## config.mk

```make
export PLATFORM = sky130hd
export DESIGN_NAME = addsub_flags_unit
export DESIGN_NICKNAME = d
export VERILOG_FILES = /design/src/rtl/addsub_pkg.sv /design/src/rtl/addsub_core.sv /design/src/rtl/flag_gen.sv /design/src/rtl/addsub_flags_unit.sv
export SDC_FILE = /design/constraint.sdc
export NUM_CORES = 1
export LEC_CHECK = 0
export BUFFER_PORTS_ARGS = -buffer_cell sky130_fd_sc_hd__buf_2
export CORE_MARGIN = 4
export CORE_UTILIZATION = 46
export DETAILED_ROUTE_END_ITERATION = 6
export GPL_ROUTABILITY_DRIVEN = 0
export MAX_ROUTING_LAYER = met4
export PLACE_DENSITY = 0.79
export REMOVE_ABC_BUFFERS = 1
export SKIP_LAST_GASP = 1
export SLEW_MARGIN = 20
export SYNTH_ARGS = -nofsm -noshare
export SYNTH_HDL_FRONTEND = slang
export SYNTH_SLANG_ARGS = --single-unit
```

## constraint.sdc

```tcl
create_clock -name clk -period 2.6 [get_ports clk]
set_input_delay 0 -clock clk [delete_from_list [all_inputs] [get_ports clk]]
set_output_delay 0 -clock clk [all_outputs]
set_load 0.02 [all_outputs]
```

## src/rtl/addsub_pkg.sv

```systemverilog
package addsub_pkg;

    // Status word layout, bit 5 down to bit 0
    typedef struct packed {
        logic par;   // even parity of low byte
        logic aux;   // nibble carry / borrow
        logic zro;   // result is zero
        logic sgn;   // result msb
        logic ovf;   // signed overflow
        logic cry;   // carry / borrow
    } flag_t;

    localparam int FLAG_W = $bits(flag_t);

endpackage

```

## src/rtl/addsub_core.sv

```systemverilog
module addsub_core #(
    parameter int W = 32
) (
    input  logic [W-1:0] opd_a,
    input  logic [W-1:0] opd_b,
    input  logic         sub_sel,
    output logic [W-1:0] sum,
    output logic         carry,
    output logic         nib_carry,
    output logic         b_msb_eff
);
    localparam int NIB = 4;

    logic [W-1:0] b_eff;
    logic [W:0]   wide;
    logic [NIB:0] nib;

    always_comb begin
        b_eff     = opd_b ^ {W{sub_sel}};
        wide      = {1'b0, opd_a} + {1'b0, b_eff} + {{W{1'b0}}, sub_sel};
        nib       = {1'b0, opd_a[NIB-1:0]} + {1'b0, b_eff[NIB-1:0]} + {{NIB{1'b0}}, sub_sel};
        sum       = wide[W-1:0];
        // a borrow is the inverted carry of the two's-complement sum
        carry     = wide[W] ^ sub_sel;
        nib_carry = nib[NIB] ^ sub_sel;
        b_msb_eff = b_eff[W-1];
    end

endmodule

```

## src/rtl/flag_gen.sv

```systemverilog
module flag_gen
    import addsub_pkg::*;
#(
    parameter int W = 32
) (
    input  logic [W-1:0] sum,
    input  logic         a_msb,
    input  logic         b_msb_eff,
    input  logic         carry,
    input  logic         nib_carry,
    output flag_t        flg
);
    localparam int PW = (W < 8) ? W : 8;

    logic [PW-1:0] par_chain;

    genvar gi;
    generate
        for (gi = 0; gi < PW; gi++) begin : g_par
            if (gi == 0) begin : g_first
                assign par_chain[gi] = sum[gi];
            end else begin : g_next
                assign par_chain[gi] = par_chain[gi-1] ^ sum[gi];
            end
        end
    endgenerate

    always_comb begin
        flg.cry = carry;
        flg.ovf = (a_msb == b_msb_eff) && (sum[W-1] != a_msb);
        flg.sgn = sum[W-1];
        flg.zro = (sum == '0);
        flg.aux = nib_carry;
        flg.par = ~par_chain[PW-1];
    end

endmodule

```

## src/rtl/addsub_flags_unit.sv

```systemverilog
module addsub_flags_unit
    import addsub_pkg::*;
#(
    parameter int W = 32
) (
    input  logic         clk,
    input  logic         rst_n,
    input  logic [W-1:0] opd_a,
    input  logic [W-1:0] opd_b,
    input  logic         sub_sel,
    input  logic         flag_we,
    output logic [W-1:0] result,
    output logic [5:0]   flags
);
    typedef struct packed {
        flag_t flg;
    } state_t;

    state_t state_d, state_q;

    logic  carry, nib_carry, b_msb_eff;
    flag_t flg_now;

    addsub_core #(.W(W)) u_core (
        .opd_a     (opd_a),
        .opd_b     (opd_b),
        .sub_sel   (sub_sel),
        .sum       (result),
        .carry     (carry),
        .nib_carry (nib_carry),
        .b_msb_eff (b_msb_eff)
    );

    flag_gen #(.W(W)) u_flags (
        .sum       (result),
        .a_msb     (opd_a[W-1]),
        .b_msb_eff (b_msb_eff),
        .carry     (carry),
        .nib_carry (nib_carry),
        .flg       (flg_now)
    );

    always_comb begin
        state_d = state_q;
        if (flag_we) begin
            state_d.flg = flg_now;
        end
    end

    always_ff @(posedge clk or negedge rst_n) begin
        if (!rst_n) begin
            state_q <= '0;
        end else begin
            state_q <= state_d;
        end
    end

    assign flags = state_q.flg;

endmodule

```

==> results of run 1 <==
[per-layer routing]
layer | GRT usage (%) | GRT overflow
met5 | - | -
met4 | 60.4 | 0
met3 | 40.4 | 0
met2 | 82.0 | 1
met1 | 58.8 | 1
[timing repair]
action | CTS
hold buffers | 1
hold endpoints to repair | 6
gates resized for setup | 45
setup buffers | 7
pin swaps | 25
setup endpoints to repair | 17
[per-stage QoR]
| step | setup WS, ns | setup TNS, ns |
|---|---|---|
| after CTS | -0.145 | -0.192 |
| after detailed placement | -0.683 | -5.08 |
| after global placement | -0.503 | -3.18 |
| after floorplan | -0.348 | -0.348 |
[cells in the mapped netlist, types with 2 or more instances]
cell type and instances:
xor2_1 40, ha_1 34, a21oi_1 33, nand2_1 23, nor2_1 22, o21ai_0 21
inv_1 18, xnor2_1 17, clkbuf_1 14, a211oi_1 11, and2_1 11, nand3_1 11
a21o_1 9, or3_1 8, nand4_1 7, nor3_1 7, dfrtp_1 6, o21a_1 6
mux2_2 5, a31oi_1 4, and3_1 4, nor4_1 4, o211ai_1 4, o31a_1 4
a21boi_0 3, a41oi_1 3, nor2b_1 3, o2111ai_1 3, o21bai_1 3, o31ai_1 3
a2111oi_0 2, a211o_1 2, and4_1 2, nor3b_1 2, o211a_1 2, o221ai_1 2
o41ai_1 2, or4b_1 2
[kinds of logic after synthesis]
kind of cell | synth area share [%]
AOI/OAI and AO/OA | 32.2
xor gates and xnor gates | 18.0
adders and majority gates | 16.1
buffers and inverters | 5.02
DFF | 5.42
muxes | 2.03
and+or+nand+nor | 21.2
==> flow_metrics.tcl, run 1 <==
set metrics [dict create \
    haltStage "global routing" \
    synth_area_leader_cell "ha_1" \
    endpoint_type "register input" \
    fp.dieH_microns 85.6 \
    synth_area_per_cell_sq_um 7.38 \
    postSynthCellCount 375 \
    die_w_microns 85.6 \
    grt_overflow_total 2 \
    grt_max_degree 16 \
    yosysWarnings 0 \
    synth-seq-area-share_pct 5.42 \
    dp_cells 656 \
    antenna_found_initial 2 \
    clock_sinks 6 \
    async_flop_share_pct 100 \
    status "aborted with a tool error" \
    root_buffer "clkbuf_8" \
    synth_top_area_share_pct 15.4 \
    cts_made_buffers 3 \
    synth_enable_flop_cells 0 \
    synthFlopType "dfrtp_1" \
    firstError "[ERROR GRT-0232] Routing congestion too high. Check the congestion heatmap in the GUI." \
    syn_area_sq_mm 0.00277 \
    numPortBuffers 105 \
    crit_endpoint "flags[3]$_DFFE_PN0P_/D" \
    ys_types 56 \
    grt.total_usage_pct 61.8 \
    placed_area_sq_mm 0.00424 \
    synth-seq-cells 6 \
    h-tree-depth 1 \
    synth_area_leaders "ha_1 15%, xor2_1 13%, a21oi_1 6.0%, dfrtp_1 5.4%, xnor2_1 5.4%" \
    io-pin-count 106 \
    num_rows 27 \
    dp.final_hpwl_microns 8580 \
    start_util_pct 48.8 \
    cts_buffer_depth 2 \
]
==> run 2, diff against run 1 <==
Settings changed: CORE_UTILIZATION 46 to 35, MAX_ROUTING_LAYER met4 to default, PLACE_DENSITY 0.79 to default, PLACE_DENSITY_LB_ADDON from default to 0.15.
Clock period 2.6 ns to 3.4 ns, I/O delays scaled along.
==> run 2 against run 1 <==
Compared with the run above:
- the run now ends clean
- synthesized cell count unchanged
- area after synthesis unchanged
==> flow_metrics.tcl, run 2 <==
set metrics [dict create \
    status "finished, final reports clean" \
    rsz0062_at_grt "no" \
    synth_xor_area_share_pct 18.0 \
    setup_tns_ns 0 \
    hold_viol_final 0 \
    synth_area_per_cell_sq_um 7.38 \
    postSynthCellCount 375 \
    fin_area_sq_mm 0.00351 \
    worstSetupEndpointType "output pin" \
    synth_commonest_cells "40 x xor2_1, 34 x ha_1, 33 x a21oi_1" \
    synthFlopType "dfrtp_1" \
    antenna_cells 0 \
    drc 0 \
    final_nets 586 \
    max_freq_ghz 0.323 \
    reg2reg_from "flags[0]$_DFFE_PN0P_" \
    largest_register_ffs 6 \
    yosysMostFrequentCell "xor2_1" \
    io-pin-count 106 \
    cts_buffer_depth 2 \
    async_flop_share_pct 100 \
    relSlewSlack_pct 53.2 \
    min_path_type "input pin to async pin" \
    detailedRoute.firstPassIterationCount 5 \
    synth_top_area_share_pct 15.4 \
    ys_types 56 \
    cp_data_required_time_ns 3.40 \
    start_util_pct 35.8 \
    core_area_sq_mm 0.00773 \
    fp.dieH_microns 96.9 \
    tightest_slew_ns 0.685 \
    synthSimpleGateAreaFrac_pct 21.2 \
    p_leak_nw 1.65 \
    synth-seq-cells 6 \
    synth_enable_flop_cells 0 \
    first_global_vias 2995 \
    grt_pass1_wl_microns 13900 \
    antenna_found_initial 0 \
    via_per_inst 5.47 \
    layout_common_cells "104 x buf_2, 40 x xor2_1, 34 x ha_1, 33 x a21oi_1, 23 x nand2_1" \
    crit_fanout 14 \
    numPortBuffers 105 \
    die-area_sq_mm 0.00939 \
    clock_sinks 6 \
    clkSlewWorstSetupHoldPaths_ns 0.03 \
    die_w_microns 96.9 \
    grt_max_degree 15 \
    antenna_left 0 \
    max-vdd-ir-drop_mv 0.198 \
    skew_ns 0 \
    synth-seq-area-share_pct 5.42 \
    mostFrequentLayoutCell "buf_2" \
    drt-total-wl_microns 8430 \
    tritoncts "built" \
    h-tree-depth 1 \
    drive_above_1_share_pct 27.7 \
    multi_input_area_sq_mm 0.00249 \
    synth_area_leader_cell "ha_1" \
    placed_area_sq_mm 0.00345 \
    root_buffer "clkbuf_8" \
    worstSetupPathType "input pin to output pin" \
    fin_crit_ns 3.10 \
    area_growth_pct 26.9 \
    ff2ff_path_depth 3 \
    yosysWarnings 0 \
    cap_violations 0 \
    synth_top_family_by_area "compound AO/OA/AOI/OAI gates" \
    synthMuxAreaShare_pct 2.03 \
    synth_fa_ha_area_share_pct 16.1 \
    timing.hold.ws_ns 0.127 \
    crit_arrival_ns 3.10 \
    num_vias 3188 \
    clock_latency_ns 0.22 \
    critPathLaunchType "input pin" \
    maxSlewViolCount 0 \
    cp-startpoint "sub_sel" \
    cts_made_buffers 3 \
    dp.final_hpwl_microns 7330 \
    wire_per_inst_microns 14.5 \
    grt.total_usage_pct 17.0 \
    fin_crit_sh_pct 91.1 \
    syn_area_sq_mm 0.00277 \
    num_rows 32 \
    ff_latch_area_sq_um 150 \
    grt_overflow_total 0 \
    postCtsSetupBuffers 0 \
    power.density_mw_per_mm2 404 \
    drtIter0Drc 94 \
    finalSetupViolations 0 \
    synth_compound_area_share_pct 32.2 \
    fillers 810 \
    synth_area_leaders "ha_1 15%, xor2_1 13%, a21oi_1 6.0%, dfrtp_1 5.4%, xnor2_1 5.4%" \
]
==> run 2: final timing paths <==
check | end | slack [ns]
worst min register to register | flags[1]$_DFFE_PN0P_ | 0.50
worst max-delay path | result[31] | 0.30
max in group asynchronous | flags[3]$_DFFE_PN0P_ | 3.13
worst min-delay path | flags[1]$_DFFE_PN0P_ | 0.13
min in group clk | flags[2]$_DFFE_PN0P_ | 0.13
worst max register to register | flags[0]$_DFFE_PN0P_ | 2.53
==> run 2: layout make-up <==
cell class	count	share of cell area, %
Multi-Input combinational cell	335	70.9
Sequential cell	6	4.27
Timing Repair Buffer	119	18.1
Tap cell	102	3.63
Inverter	18	1.92
Clock buffer	3	1.18
==> run 2: stage by stage <==
stage,instances,total power [W],util [%],setup slack (ns)
after floorplan,359,0.000933,-,0.452
after global placement,579,0.00131,44.6,0.100
after detailed placement,579,0.00131,44.6,0.0700
after CTS,583,0.00142,45.3,0.246
after global routing,583,0.00155,45.5,0.0280
final,583,0.00142,45.5,0.302
==> run 2: worst max-delay path, cell delays in order <==
cell and delay, ns:
clkbuf_4 0.20, buf_4 0.28, xor2_1 0.18, ha_1 0.37, a21oi_1 0.28, o21ai_0 0.19
a211o_1 0.35, a31oi_1 0.18, nor2b_1 0.08, o31ai_1 0.28, buf_4 0.17, xor2_1 0.21
buf_4 0.16, inv_1 0.03, buf_2 0.14
==> run 2: kinds of logic (layout without fill, tap and decap cells) <==
family,count (synthesis),in the layout
simple gates,111,111
xor+xnor,57,57
flops,6,6
buf+inv,34,140
compound gates,127,127
mux,5,5
fa+ha+maj,35,35
==> run 2: metal layers <==
layer,share of wire (%),routed length (microns),track usage (%)
met4,1.4,116,3.13
met1,47,3920,24.5
met5,0,0,0
met2,46,3860,27.0
met3,6.4,538,2.52
==> run 2: what timing repair did <==
| action | in CTS | in global routing |
|---|---|---|
| hold buffers | 1 | 0 |
| gates resized for setup | 0 | 3 |
| setup endpoints to repair | 0 | 2 |
| hold endpoints to repair | 6 | 0 |
==> run 2: power breakdown <==
part | leakage [nW] | switching, W | internal [W]
clock network | 0.0216 | 0.0000280 | 0.0000758
logic | 1.56 | 0.000735 | 0.000481
registers | 0.0736 | 0.00000894 | 0.0000910
Note: power is estimated with default switching activity, not from simulation.
